==> src/rtl/bmc_tx_pkg.sv <==
package bmc_tx_pkg;

    localparam int SAMPLE_W        = 16;
    localparam int CELLS_PER_FRAME = 128;
    localparam int CELL_W          = $clog2(CELLS_PER_FRAME);
    localparam int SUB_CELLS       = CELLS_PER_FRAME / 2;
    localparam int PRE_CELLS       = 8;
    localparam int DATA_BITS       = 28;   // subframe bits 4..31
    localparam int SMP_OFFS        = 8;    // sample LSB at data bit index 8 (subframe bit 12)
    localparam int VAL_OFFS        = 24;   // validity at data bit index 24 (subframe bit 28)

    typedef enum logic [1:0] {
        PRE_BLOCK = 2'd0,
        PRE_LEFT  = 2'd1,
        PRE_RIGHT = 2'd2
    } pre_kind_e;

    typedef struct packed {
        logic [SAMPLE_W-1:0] left;
        logic [SAMPLE_W-1:0] right;
        logic                invalid;
    } frame_payload_t;

    function automatic logic [PRE_CELLS-1:0] pre_cells(input pre_kind_e kind);
        case (kind)
            PRE_BLOCK: return 8'b1110_1000;
            PRE_LEFT:  return 8'b1110_0010;
            default:   return 8'b1110_0100;
        endcase
    endfunction

    // Bits 4..31 of a subframe, index 0 = subframe bit 4.
    function automatic logic [DATA_BITS-1:0] data_field(input logic [SAMPLE_W-1:0] smp,
                                                        input logic invalid);
        logic [DATA_BITS-1:0] f;
        f = '0;
        f[0] = (^smp) ^ invalid;              // parity-fix auxiliary bit
        f[SMP_OFFS +: SAMPLE_W] = smp;
        f[VAL_OFFS] = invalid;
        return f;
    endfunction

endpackage

==> src/rtl/bmc_frame_timer.sv <==
module bmc_frame_timer
    import bmc_tx_pkg::*;
#(
    parameter int BLOCK_FRAMES = 192,
    localparam int FCNT_W = $clog2(BLOCK_FRAMES)
) (
    input  logic              clk,
    input  logic              rst,
    input  logic              cell_en,
    output logic [CELL_W-1:0] cell_idx,
    output logic [FCNT_W-1:0] frame_idx,
    output logic              frame_start
);
    localparam logic [CELL_W-1:0] LAST_CELL  = CELL_W'(CELLS_PER_FRAME - 1);
    localparam logic [FCNT_W-1:0] LAST_FRAME = FCNT_W'(BLOCK_FRAMES - 1);

    assign frame_start = cell_en && (cell_idx == '0);

    always_ff @(posedge clk) begin
        if (rst) begin
            cell_idx  <= '0;
            frame_idx <= '0;
        end else if (cell_en) begin
            cell_idx <= cell_idx + 1'b1;
            if (cell_idx == LAST_CELL) begin
                frame_idx <= (frame_idx == LAST_FRAME) ? '0 : frame_idx + 1'b1;
            end
        end
    end
endmodule

==> src/rtl/bmc_sample_latch.sv <==
module bmc_sample_latch
    import bmc_tx_pkg::*;
(
    input  logic                clk,
    input  logic                rst,
    input  logic                take,
    input  logic                smp_valid,
    input  logic [SAMPLE_W-1:0] left_i,
    input  logic [SAMPLE_W-1:0] right_i,
    input  logic                mute,
    output frame_payload_t      payload
);
    always_ff @(posedge clk) begin
        if (rst) begin
            payload <= '0;
        end else if (take) begin
            payload.left    <= smp_valid ? left_i  : '0;
            payload.right   <= smp_valid ? right_i : '0;
            payload.invalid <= mute;
        end
    end
endmodule

==> src/rtl/bmc_cell_encoder.sv <==
module bmc_cell_encoder
    import bmc_tx_pkg::*;
(
    input  logic              clk,
    input  logic              rst,
    input  logic              cell_en,
    input  logic [CELL_W-1:0] cell_idx,
    input  logic              block_start,
    input  frame_payload_t    payload,
    output logic              line_o
);
    logic                 right_half;
    logic [5:0]           pos;
    logic [4:0]           bit_no;
    logic [4:0]           data_idx;
    pre_kind_e            kind;
    logic [PRE_CELLS-1:0] pre;
    logic [DATA_BITS-1:0] field;
    logic                 next_level;

    assign right_half = cell_idx[CELL_W-1];
    assign pos        = cell_idx[5:0];
    assign bit_no     = pos[5:1];
    assign data_idx   = bit_no - 5'd4;

    always_comb begin
        if (right_half)       kind = PRE_RIGHT;
        else if (block_start) kind = PRE_BLOCK;
        else                  kind = PRE_LEFT;
        pre   = pre_cells(kind);
        field = data_field(right_half ? payload.right : payload.left, payload.invalid);
        if (pos < 6'(PRE_CELLS)) begin
            next_level = pre[3'd7 - pos[2:0]];
        end else if (!pos[0]) begin
            next_level = ~line_o;                      // transition at every bit start
        end else begin
            next_level = field[data_idx] ? ~line_o : line_o;
        end
    end

    always_ff @(posedge clk) begin
        if (rst)          line_o <= 1'b0;
        else if (cell_en) line_o <= next_level;
    end
endmodule

==> src/rtl/bmc_audio_tx.sv <==
module bmc_audio_tx
    import bmc_tx_pkg::*;
#(
    parameter int BLOCK_FRAMES = 192
) (
    input  logic        clk,
    input  logic        rst,
    input  logic        cell_en,
    input  logic        smp_valid,
    output logic        smp_ready,
    input  logic [15:0] left_i,
    input  logic [15:0] right_i,
    input  logic        mute,
    output logic        line_o
);
    localparam int FCNT_W = $clog2(BLOCK_FRAMES);

    logic [CELL_W-1:0]   cell_idx;
    logic [FCNT_W-1:0]   frame_idx;
    logic                frame_start;
    frame_payload_t      payload;
    logic [SAMPLE_W-1:0] held_left;

    assign smp_ready = frame_start;
    assign held_left = payload.left;

    bmc_frame_timer #(.BLOCK_FRAMES(BLOCK_FRAMES)) timer_i (
        .clk         (clk),
        .rst         (rst),
        .cell_en     (cell_en),
        .cell_idx    (cell_idx),
        .frame_idx   (frame_idx),
        .frame_start (frame_start)
    );

    bmc_sample_latch latch_i (
        .clk       (clk),
        .rst       (rst),
        .take      (frame_start),
        .smp_valid (smp_valid),
        .left_i    (left_i),
        .right_i   (right_i),
        .mute      (mute),
        .payload   (payload)
    );

    bmc_cell_encoder enc_i (
        .clk         (clk),
        .rst         (rst),
        .cell_en     (cell_en),
        .cell_idx    (cell_idx),
        .block_start (frame_idx == '0),
        .payload     (payload),
        .line_o      (line_o)
    );
endmodule

==> config.mk <==
export PLATFORM = sky130hd
export DESIGN_NAME = bmc_audio_tx
export DESIGN_NICKNAME = d
export VERILOG_FILES = /design/src/rtl/bmc_tx_pkg.sv /design/src/rtl/bmc_frame_timer.sv /design/src/rtl/bmc_sample_latch.sv /design/src/rtl/bmc_cell_encoder.sv /design/src/rtl/bmc_audio_tx.sv
export SDC_FILE = /design/constraint.sdc
export NUM_CORES = 1
export LEC_CHECK = 0
export BUFFER_PORTS_ARGS = -buffer_cell sky130_fd_sc_hd__buf_2
export CAP_MARGIN = 20
export CORE_ASPECT_RATIO = 2
export CORE_MARGIN = 2
export CORE_UTILIZATION = 52
export CTS_CLUSTER_DIAMETER = 150
export DETAILED_ROUTE_END_ITERATION = 16
export PLACE_DENSITY = 0.8
export REMOVE_ABC_BUFFERS = 1
export SYNTH_ARGS = -nofsm -noshare
export SYNTH_HDL_FRONTEND = slang
export SYNTH_SLANG_ARGS = --single-unit
==> constraint.sdc <==
create_clock -name clk -period 2.5 [get_ports clk]
set_clock_uncertainty 0.2 [all_clocks]
set_input_delay 0.125 -clock clk [delete_from_list [all_inputs] [get_ports clk]]
set_output_delay 0.125 -clock clk [all_outputs]
set_load 0.01 [all_outputs]
==> results.py <==
metrics = {
    "status": {
        "status": "complete, no violations",
    },
    "die": {
        "ios": 39,
        "initial_utilization_pct": 53.5,
        "dieArea_um2": 5920,
        "rows": 37,
        "die_h_um": 107,
        "core-area_um2": 5140,
        "die_w_um": 55.4,
    },
    "sta": {
        "maxSlewHeadroom_pct": 65.4,
        "max_freq_mhz": 422,
        "finalCritPeriodShare_pct": 94.7,
        "whs_ns": 0.00777,
        "worstMarginPinSlew_ns": 0.518,
        "hold_viol": 0,
        "post-route-min-period_ns": 2.37,
        "drv_slew": 0,
        "finalSetupViolations": 0,
    },
    "synthesis": {
        "synth_area_leaders": "dfxtp_1 (36%), a21oi_1 (6.6%), nand2_1 (6.0%)",
        "yosysTopAreaCell": "dfxtp_1",
        "ys_ff_latch": 49,
        "synth_top_flop_cell": "dfxtp_1",
        "synthCells": 317,
        "yosysWarningCount": 0,
        "syn_area_per_cell_um2": 8.67,
        "syn_area_um2": 2750,
        "netlist.area_leader.share_pct": 35.7,
        "synth_edf_count": 0,
        "synth_cell_types": 46,
        "seq_area_frac_synth_pct": 35.7,
        "async_flop_share_pct": 0,
    },
    "critical_path": {
        "start_kind": "register",
        "path_class": "register to register",
        "path_max_fanout": 2,
        "cp.arrival_ns": 2.42,
        "crit_path_end_kind": "register",
        "slowest_stage": "or4_1",
        "path_cells": "clkinv_1, ha_1, nor2b_1, or4_1, or3_4, a32oi_2, nand2_1, a22oi_2",
        "required_ns": 2.55,
        "slowest_delay_ns": 0.47,
    },
    "drt": {
        "wl_um": 6700,
        "firstDrtPassIters": 6,
        "drc_errors": 0,
        "vias": 2524,
        "drtAntennaViolNets": 0,
        "drt-initial-drc-count": 61,
        "avgRoutedWirePerCell_um": 15.0,
        "via_per_inst": 5.66,
    },
    "layout": {
        "n_antenna_cell": 0,
        "final_util_pct": 67.7,
        "layout.cells.most_common": "dfxtp_1",
        "final_nets": 431,
        "drive_gt1_share_pct": 18.6,
        "mostFrequentLayoutCells": "dfxtp_1 (46), nand2_1 (44), buf_2 (38)",
        "area_delta_synth_final_pct": 26.6,
        "fillers": 378,
    },
    "power": {
        "internal_power_uw": 1230,
        "clockPowerShare_pct": 30.3,
        "switching_share_pct": 27.2,
        "pwr_density_cell_nw_per_um2": 487,
        "power_uw": 1690,
        "peakVddDrop_uv": 649,
        "p_leak_uw": 0.00141,
        "switchingPower_uw": 460,
        "p_comb_share_pct": 19.8,
        "seqPwrFrac_pct": 49.9,
    },
    "min_path": {
        "hold_class": "input port to register",
    },
    "clock_tree": {
        "insertion_delay_ns": 0.31,
        "htreeDepth": 2,
        "cts.sink_count": 49,
        "clk_pin_slew_ns": 0.09,
        "clockBufferDepth": 2,
        "cts_tree": "yes",
        "cts-buffers-inserted": 5,
        "cts-root-buf": "clkbuf_8",
    },
    "global_routing": {
        "grt_pass1_wl_um": 11200,
        "grt.overflow.total": 0,
        "antenna_found_initial": 0,
        "grt_start_max_net_pins": 35,
        "first_global_vias": 2475,
        "track_usage_pct": 24.2,
    },
    "placed_design": {
        "io_buffers": 38,
        "gp_congestion": 0.857,
        "place_hpwl_um": 4470,
    },
    "job": {
        "cap_violations": 0,
    },
}
==> sequential cells by signal (all words and copies together) (netlist names) <==
name,count
enc_i.line_o,1
timer_i.frame_idx,8
timer_i.cell_idx,7
latch_i.payload,33
==> critical path, delay by kind of cell, from the launching register on <==
family / cells / cell delay [ns]
compound gates: 2 / 0.37
fa+ha+maj: 1 / 0.20
buf+inv: 1 / 0.08
flops: 1 / 0.35
simple gates: 4 / 1.08
==> synth_stat cells, types with 2 or more instances <==
master and n:
a211oi_1 2, a21oi_1 36, buf_1 4, buf_2 3
buf_4 3, clkbuf_1 10, clkinv_1 2, dfxtp_1 49
ha_1 7, inv_1 8, mux2_2 2, mux2i_1 13
mux4_1 5, mux4_2 2, nand2_1 44, nand2b_1 2
nand3_1 33, nand4_1 6, nor2_1 23, nor2b_1 3
nor3_1 3, or3_1 2, xnor2_1 14, xnor3_1 2
xor2_1 18
==> through the flow <==
step	area [um^2]	instances	worst slack, ns	setup TNS (ns)
3_5_place_dp	3000	403	0.0118	0
2_1_floorplan	2650	296	-0.541	-18.00
3_3_place_gp	3000	403	0.0555	0
5_1_grt	3480	446	-0.00423	-0.00423
6_report	3480	446	0.132	0
4_1_cts	3450	445	0.0619	0
==> worst paths after layout <==
kind / start / endpoint / slack, ns / cells after the start
worst max-delay path: timer_i.cell_idx[3] / enc_i.line_o / 0.13 / 8
worst min-delay path: cell_en / timer_i.cell_idx[0] / 0.008 / 3
worst max register to register: timer_i.cell_idx[3] / enc_i.line_o / 0.13 / 8
worst min register to register: latch_i.payload[24] / latch_i.payload[24] / 0.28 / 2
==> layer usage <==
| metal | track usage [%] | vias up | share of wire [%] |
|---|---|---|---|
| met2 | 44.0 | 70 | 55 |
| met5 | 0 | - | 0 |
| met1 | 25.2 | 1190 | 37 |
| met3 | 3.74 | 25 | 2.8 |
| li1 | - | 1239 | - |
| met4 | 15.3 | 0 | 5.2 |
==> repair_timing <==
action | in CTS | in global routing
endpoints found under the setup margin | 1 | 1
setup buffers | 0 | 1
pin swaps | 0 | 2
gates cloned | 0 | 0
endpoints found under the hold margin | 41 | 0
hold buffers | 34 | 0
resized for setup | 1 | 9
==> power groups by stage <==
stage / clock network, uW / registers, uW / logic, uW
6_report: 513 / 845 / 336
5_1_grt: 561 / 851 / 365
4_1_cts: 528 / 845 / 325
3_5_place_dp: 0 / 864 / 283
3_3_place_gp: 0 / 863 / 277
2_1_floorplan: 0 / 857 / 181
==> cells by family (layout without fill, tap and decap cells) <==
kind of cell | Yosys count | count (layout) | synth area share, %
and+or+nand+nor | 123 | 123 | 20.6
AOI/OAI and AO/OA | 50 | 50 | 10.8
DFF | 49 | 49 | 35.7
xor gates and xnor gates | 35 | 35 | 12.7
buffers and inverters | 31 | 102 | 5.05
muxes | 22 | 22 | 12.0
adders and majority gates | 7 | 7 | 3.19
==> area by class of cell <==
class,instances,area (um^2),share of cell area (%)
Timing Repair Buffer,84,633,18.2
Tap cell,58,72.6,2.09
Multi-Input combinational cell,237,1650,47.4
Inverter,10,37.5,1.08
Clock buffer,7,96.3,2.77
Clock inverter,1,5.00,0.144
Sequential cell,49,987,28.4
(Power assumes the default switching activity.)
